`src/rtl/mig_pkg.sv`:
```
package mig_pkg;
  // Outcome of one accepted access on one line.
  typedef enum logic [2:0] {
    ACT_IGNORE  = 3'd0,  // line waits for move acknowledge
    ACT_LOCAL   = 3'd1,  // own core touched the line, streak cleared
    ACT_FROZEN  = 3'd2,  // line already has several remote sharers
    ACT_ADVANCE = 3'd3,  // single remote sharer streak grows
    ACT_SPLIT   = 3'd4,  // second remote sharer seen
    ACT_MIGRATE = 3'd5   // streak reached threshold
  } mig_act_e;
endpackage

```
`src/rtl/mig_line_update.sv`:
```
module mig_line_update
  import mig_pkg::*;
#(
  parameter int ID_W   = 4,
  parameter int THRESH = 3
) (
  input  logic [ID_W-1:0]   local_id,
  input  logic [ID_W-1:0]   req_id,
  input  logic              cur_has,
  input  logic [ID_W-1:0]   cur_rid,
  input  logic              cur_multi,
  input  logic [THRESH-1:0] cur_cnt,
  input  logic              cur_pend,
  output logic              nxt_has,
  output logic [ID_W-1:0]   nxt_rid,
  output logic              nxt_multi,
  output logic [THRESH-1:0] nxt_cnt,
  output mig_act_e          act
);
  // The streak is a thermometer code: one more set bit per remote access.
  logic [THRESH-1:0] base_cnt;
  logic [THRESH-1:0] inc_cnt;

  assign base_cnt = cur_has ? cur_cnt : '0;

  generate
    if (THRESH == 1) begin : g_one
      assign inc_cnt = 1'b1;
    end else begin : g_shift
      assign inc_cnt = {base_cnt[THRESH-2:0], 1'b1};
    end
  endgenerate

  always_comb begin
    nxt_has   = cur_has;
    nxt_rid   = cur_rid;
    nxt_multi = cur_multi;
    nxt_cnt   = cur_cnt;
    act       = ACT_IGNORE;
    if (cur_pend) begin
      act = ACT_IGNORE;
    end else if (req_id == local_id) begin
      nxt_cnt = '0;
      act     = ACT_LOCAL;
    end else if (cur_multi) begin
      act = ACT_FROZEN;
    end else if (!cur_has || (req_id == cur_rid)) begin
      nxt_has = 1'b1;
      nxt_rid = req_id;
      nxt_cnt = inc_cnt;
      act     = inc_cnt[THRESH-1] ? ACT_MIGRATE : ACT_ADVANCE;
    end else begin
      nxt_multi = 1'b1;
      act       = ACT_SPLIT;
    end
  end
endmodule

```
`src/rtl/mig_state_array.sv`:
```
module mig_state_array #(
  parameter int LINES  = 8,
  parameter int ID_W   = 4,
  parameter int THRESH = 3,
  localparam int IDX_W = (LINES > 1) ? $clog2(LINES) : 1
) (
  input  logic              clk,
  input  logic              rst_n,
  input  logic [IDX_W-1:0]  rd_idx,
  output logic              rd_has,
  output logic [ID_W-1:0]   rd_rid,
  output logic              rd_multi,
  output logic [THRESH-1:0] rd_cnt,
  output logic              rd_pend,
  input  logic              wr_en,
  input  logic [IDX_W-1:0]  wr_idx,
  input  logic              wr_has,
  input  logic [ID_W-1:0]   wr_rid,
  input  logic              wr_multi,
  input  logic [THRESH-1:0] wr_cnt,
  input  logic              wr_pend,
  input  logic              clr_en,
  input  logic [IDX_W-1:0]  clr_idx,
  input  logic              ack_en,
  input  logic [IDX_W-1:0]  ack_idx
);
  logic              has_q   [LINES];
  logic [ID_W-1:0]   rid_q   [LINES];
  logic              multi_q [LINES];
  logic [THRESH-1:0] cnt_q   [LINES];
  logic              pend_q  [LINES];

  generate
    for (genvar i = 0; i < LINES; i++) begin : g_line
      logic wipe;
      assign wipe = (clr_en && (clr_idx == IDX_W'(i))) ||
                    (ack_en && (ack_idx == IDX_W'(i)));
      always_ff @(posedge clk or negedge rst_n) begin
        if (!rst_n) begin
          has_q[i]   <= 1'b0;
          rid_q[i]   <= '0;
          multi_q[i] <= 1'b0;
          cnt_q[i]   <= '0;
          pend_q[i]  <= 1'b0;
        end else if (wipe) begin
          has_q[i]   <= 1'b0;
          rid_q[i]   <= '0;
          multi_q[i] <= 1'b0;
          cnt_q[i]   <= '0;
          pend_q[i]  <= 1'b0;
        end else if (wr_en && (wr_idx == IDX_W'(i))) begin
          has_q[i]   <= wr_has;
          rid_q[i]   <= wr_rid;
          multi_q[i] <= wr_multi;
          cnt_q[i]   <= wr_cnt;
          pend_q[i]  <= wr_pend;
        end
      end
    end
  endgenerate

  assign rd_has   = has_q[rd_idx];
  assign rd_rid   = rid_q[rd_idx];
  assign rd_multi = multi_q[rd_idx];
  assign rd_cnt   = cnt_q[rd_idx];
  assign rd_pend  = pend_q[rd_idx];
endmodule

```
`src/rtl/mig_home_msg.sv`:
```
module mig_home_msg #(
  parameter int SET_W = 2,
  parameter int WAY_W = 1,
  parameter int ID_W  = 4
) (
  input  logic             clk,
  input  logic             rst_n,
  input  logic             load,
  input  logic [SET_W-1:0] ld_set,
  input  logic [WAY_W-1:0] ld_way,
  input  logic [ID_W-1:0]  ld_host,
  input  logic             ready,
  output logic             valid,
  output logic             pulse,
  output logic [SET_W-1:0] msg_set,
  output logic [WAY_W-1:0] msg_way,
  output logic [ID_W-1:0]  msg_host
);
  always_ff @(posedge clk or negedge rst_n) begin
    if (!rst_n) begin
      valid    <= 1'b0;
      pulse    <= 1'b0;
      msg_set  <= '0;
      msg_way  <= '0;
      msg_host <= '0;
    end else begin
      pulse <= load;
      if (load) begin
        valid    <= 1'b1;
        msg_set  <= ld_set;
        msg_way  <= ld_way;
        msg_host <= ld_host;
      end else if (valid && ready) begin
        valid <= 1'b0;
      end
    end
  end
endmodule

```
`src/rtl/mig_trigger.sv`:
```
module mig_trigger
  import mig_pkg::*;
#(
  parameter int SETS   = 4,
  parameter int WAYS   = 2,
  parameter int ID_W   = 4,
  parameter int THRESH = 3,
  localparam int SET_W = (SETS > 1) ? $clog2(SETS) : 1,
  localparam int WAY_W = (WAYS > 1) ? $clog2(WAYS) : 1
) (
  input  logic             clk,
  input  logic             rst_n,
  input  logic [ID_W-1:0]  local_id,
  input  logic             acc_valid,
  output logic             acc_ready,
  input  logic [SET_W-1:0] acc_set,
  input  logic [WAY_W-1:0] acc_way,
  input  logic [ID_W-1:0]  acc_req,
  input  logic             line_clr,
  input  logic [SET_W-1:0] clr_set,
  input  logic [WAY_W-1:0] clr_way,
  input  logic             mig_ack,
  input  logic [SET_W-1:0] ack_set,
  input  logic [WAY_W-1:0] ack_way,
  output logic             mig_valid,
  output logic [SET_W-1:0] mig_set,
  output logic [WAY_W-1:0] mig_way,
  output logic [ID_W-1:0]  mig_target,
  output logic             hupd_valid,
  input  logic             hupd_ready,
  output logic [SET_W-1:0] hupd_set,
  output logic [WAY_W-1:0] hupd_way,
  output logic [ID_W-1:0]  hupd_host
);
  localparam int LINES = SETS * WAYS;
  localparam int IDX_W = (LINES > 1) ? $clog2(LINES) : 1;

  function automatic logic [IDX_W-1:0] line_of(input logic [SET_W-1:0] s,
                                               input logic [WAY_W-1:0] w);
    return IDX_W'(int'(s) * WAYS + int'(w));
  endfunction

  logic              acc_fire;
  logic [IDX_W-1:0]  acc_idx;
  logic              cur_has, cur_multi, cur_pend;
  logic [ID_W-1:0]   cur_rid;
  logic [THRESH-1:0] cur_cnt;
  logic              nxt_has, nxt_multi;
  logic [ID_W-1:0]   nxt_rid;
  logic [THRESH-1:0] nxt_cnt;
  mig_act_e          act;
  logic              write_line;
  logic              fire_mig;
  logic              msg_busy;

  assign acc_ready  = !msg_busy;
  assign acc_fire   = acc_valid && acc_ready;
  assign acc_idx    = line_of(acc_set, acc_way);
  assign fire_mig   = acc_fire && (act == ACT_MIGRATE);
  assign write_line = acc_fire && (act != ACT_IGNORE) && (act != ACT_FROZEN);

  mig_state_array #(
    .LINES (LINES),
    .ID_W  (ID_W),
    .THRESH(THRESH)
  ) u_state (
    .clk     (clk),
    .rst_n   (rst_n),
    .rd_idx  (acc_idx),
    .rd_has  (cur_has),
    .rd_rid  (cur_rid),
    .rd_multi(cur_multi),
    .rd_cnt  (cur_cnt),
    .rd_pend (cur_pend),
    .wr_en   (write_line),
    .wr_idx  (acc_idx),
    .wr_has  (nxt_has),
    .wr_rid  (nxt_rid),
    .wr_multi(nxt_multi),
    .wr_cnt  (nxt_cnt),
    .wr_pend (act == ACT_MIGRATE),
    .clr_en  (line_clr),
    .clr_idx (line_of(clr_set, clr_way)),
    .ack_en  (mig_ack),
    .ack_idx (line_of(ack_set, ack_way))
  );

  mig_line_update #(
    .ID_W  (ID_W),
    .THRESH(THRESH)
  ) u_update (
    .local_id (local_id),
    .req_id   (acc_req),
    .cur_has  (cur_has),
    .cur_rid  (cur_rid),
    .cur_multi(cur_multi),
    .cur_cnt  (cur_cnt),
    .cur_pend (cur_pend),
    .nxt_has  (nxt_has),
    .nxt_rid  (nxt_rid),
    .nxt_multi(nxt_multi),
    .nxt_cnt  (nxt_cnt),
    .act      (act)
  );

  mig_home_msg #(
    .SET_W(SET_W),
    .WAY_W(WAY_W),
    .ID_W (ID_W)
  ) u_msg (
    .clk     (clk),
    .rst_n   (rst_n),
    .load    (fire_mig),
    .ld_set  (acc_set),
    .ld_way  (acc_way),
    .ld_host (acc_req),
    .ready   (hupd_ready),
    .valid   (msg_busy),
    .pulse   (mig_valid),
    .msg_set (hupd_set),
    .msg_way (hupd_way),
    .msg_host(hupd_host)
  );

  assign hupd_valid = msg_busy;
  assign mig_set    = hupd_set;
  assign mig_way    = hupd_way;
  assign mig_target = hupd_host;
endmodule

```
`config.mk`:
```
export PLATFORM = sky130hd
export DESIGN_NAME = mig_trigger
export DESIGN_NICKNAME = d
export VERILOG_FILES = /design/src/rtl/mig_pkg.sv /design/src/rtl/mig_line_update.sv /design/src/rtl/mig_state_array.sv /design/src/rtl/mig_home_msg.sv /design/src/rtl/mig_trigger.sv
export SDC_FILE = /design/constraint.sdc
export NUM_CORES = 1
export LEC_CHECK = 0
export BUFFER_PORTS_ARGS = -buffer_cell sky130_fd_sc_hd__clkbuf_2
export CAP_MARGIN = 15
export CORE_ASPECT_RATIO = 0.9
export CORE_MARGIN = 2
export CORE_UTILIZATION = 55
export CTS_CLUSTER_DIAMETER = 40
export DETAILED_ROUTE_END_ITERATION = 8
export PLACE_DENSITY = 0.74
export SLEW_MARGIN = 25
export SYNTH_ARGS = -nofsm -noshare
export SYNTH_HDL_FRONTEND = slang
export SYNTH_HIERARCHICAL = 1
export SYNTH_SLANG_ARGS = --single-unit
```
`constraint.sdc`:
```
create_clock -name clk -period 5.3 [get_ports clk]
set_input_delay 1.325 -clock clk [delete_from_list [all_inputs] [get_ports clk]]
set_output_delay 1.325 -clock clk [all_outputs]
set_load 0.05 [all_outputs]
```
==> results.sh <==
export IMPL_outcome="finished, final reports clean"
export IMPL_drc_errors=0
export IMPL_period_share_pct=88.1
export IMPL_cts_resized=0
export IMPL_multi_input_area_mm2=0.00222
export IMPL_comb_power_share_pct=36.6
export IMPL_numPortBuffers=39
export IMPL_path_class="in -> reg"
export IMPL_grt_busiest_layer="met2"
export IMPL_p_switching_mw=0.833
export IMPL_synth_avg_cell_area_um2=10.0
export IMPL_tritoncts="done"
export IMPL_via_per_inst=6.17
export IMPL_clockBufferDepth=2
export IMPL_crit_path_cell_trace="clkbuf_2 > buf_4 > mux4_1 > mux2_2 > a41oi_2 > nor4b_1 > nor2_1 > nor2_1 > buf_4 > nand4bb_1 > nand2_1 > a21oi_1"
export IMPL_max_stage_delay_ns=0.60
export IMPL_antenna_left=0
export IMPL_end_kind="register"
export IMPL_p_int_mw=1.31
export IMPL_overflow=0
export IMPL_netlist_area_mm2=0.00452
export IMPL_die_area_mm2=0.00897
export IMPL_drt_pass1_iterations=5
export IMPL_clock_sinks=81
export IMPL_ir_worst_vdd_v=0.000191
export IMPL_cp_arrival_ns=4.87
export IMPL_die_w_um=99.6
export IMPL_track_usage_pct=26.6
export IMPL_drt_iter0_drc=317
export IMPL_antenna_cells=0
export IMPL_gp_congestion=0.941
export IMPL_area_growth_pct=7.63
export IMPL_routed_wl_mm=11.3
export IMPL_vias=3531
export IMPL_grt_use_met3_pct=4.20
export IMPL_syn_nets=474
export IMPL_root_buffer="clkbuf_8"
export IMPL_p_per_area_mw_per_mm2=439
export IMPL_start_util_pct=56.4
export IMPL_fin_tns_setup_ns=0
export IMPL_antenna_found_initial=0
export IMPL_grt_max_degree=82
export IMPL_fin_skew_ns=0.00938
export IMPL_fin_util_pct=60.7
export IMPL_p_leak_nw=2.21
export IMPL_ctsHoldBuffers=0
export IMPL_synth_cells=451
export IMPL_core_region_area_mm2=0.00803
export IMPL_hold_path_class="reg -> reg"
export IMPL_min_path_cells=2
export IMPL_start_kind="input pin"
export IMPL_final_nets=492
export IMPL_min_period_ns=4.67
export IMPL_place_inst=557
export IMPL_row_count=31
export IMPL_rr_worst_depth=12
export IMPL_dp_slack_ns=0.398
export IMPL_die_h_um=90.0
export IMPL_htree_levels=3
export IMPL_stdcell_count=572
export IMPL_gr_usage_met1_pct=38.8
export IMPL_p_total_mw=2.14
export IMPL_hold_violations=0
export IMPL_clock_latency_ns=0.36
export IMPL_sequentialPowerShare_pct=39.6
export IMPL_setup_viol=0
export IMPL_required_ns=5.51
export IMPL_ioPinCount=40
export IMPL_cap_violations=0
export IMPL_postCtsSetupBuffers=0
export IMPL_rsz0062_at_grt="no"
export IMPL_drv_slew=0
export IMPL_p_clk_share_pct=23.8
export IMPL_regArea_mm2=0.00203
export IMPL_switching_share_pct=38.9
export IMPL_yosysWarningCount=6
export IMPL_cts_made_buffers=9
export IMPL_drive_above_1_share_pct=20.1
export IMPL_max_freq_ghz=0.214
export IMPL_clkSlewWorstSetupHoldPaths_ns=0.08
export IMPL_wire_per_inst_um=19.7
export IMPL_slowest_stage="mux4_1"
export IMPL_path_max_fanout=22
export IMPL_grt_pass1_wl_mm=18.1
export IMPL_fin_ws_ns=0.631
export IMPL_dpl_hpwl_mm=7.71
export IMPL_fill_cells=649
export IMPL_grt_use_met2_pct=39.6
export IMPL_grt_pass1_vias=3348
export IMPL_worst_slew_pin_slew_ns=0.984
export IMPL_relSlewSlack_pct=34.4
[critical path, delay by kind of cell]
family | cells | cell delay (ns)
AOI/OAI and AO/OA | 2 | 0.30
buffers and inverters | 3 | 0.90
muxes | 2 | 0.95
and+or+nand+nor | 5 | 1.37
[per-stage QoR]
step	hold WS (ns)	cell area, µm²
floorplan	0.495	4520
global placement	0.507	4650
detailed placement	0.511	4650
CTS	0.522	4870
global route	0.545	4870
finish	0.524	4870
[final cells by class]
| class | instances | area share, % |
|---|---|---|
| Sequential cell | 81 | 41.6 |
| Inverter | 4 | 0.308 |
| Timing Repair Buffer | 47 | 5.37 |
| Clock inverter | 4 | 1.57 |
| Multi-Input combinational cell | 326 | 45.7 |
| Tap cell | 99 | 2.54 |
| Clock buffer | 11 | 2.90 |
[final timing paths]
| kind | startpoint | endpoint | slack (ns) |
|---|---|---|---|
| min in group asynchronous | rst_n | u_state/rid_q[4] | 1.00 |
| worst max register to register | u_state/rid_q[15] | u_state/pend_q[5] | 1.70 |
| worst min-delay path | u_state/pend_q[4] | u_state/pend_q[4] | 0.52 |
| worst min register to register | u_state/pend_q[4] | u_state/pend_q[4] | 0.52 |
| worst max-delay path | acc_way | u_state/pend_q[5] | 0.63 |
| max in group asynchronous | rst_n | u_state/rid_q[9] | 3.79 |
[cell usage in the layout, fill, tap and decap left out, types with 6 or more instances in the layout]
cell,instances
buf_4,8
nand2_1,154
mux2_2,12
dfrtp_1,81
clkbuf_8,10
a21oi_1,72
o22ai_1,6
clkbuf_2,38
mux4_1,18
mux2_4,7
nand2b_1,6
[sequential cells by signal, indices dropped and copies added, names as in the netlist]
| name | count |
|---|---|
| u_msg/pulse | 1 |
| u_msg/msg_set | 2 |
| u_state/rid_q | 32 |
| u_state/cnt_q | 16 |
| u_msg/msg_way | 1 |
| u_state/multi_q | 8 |
| u_msg/msg_host | 4 |
| u_msg/valid | 1 |
| u_state/has_q | 8 |
| u_state/pend_q | 8 |
[routing by layer]
metal  part of all wire (%)  up-vias
met3                    7.0       24
met5                      0        -
li1                       -     1600
met4                    3.1        0
met2                     45      175
met1                     45     1732
[power groups by stage]
| stage | combinational [mW] | clock [mW] | sequential, mW |
|---|---|---|---|
| 2_1_floorplan | 0.565 | 0 | 0.913 |
| 3_3_place_gp | 0.760 | 0 | 0.849 |
| 3_5_place_dp | 0.771 | 0 | 0.857 |
| 4_1_cts | 0.773 | 0.515 | 0.846 |
| 5_1_grt | 0.833 | 0.536 | 0.860 |
| 6_report | 0.782 | 0.510 | 0.847 |
(Power assumes the default switching activity.)
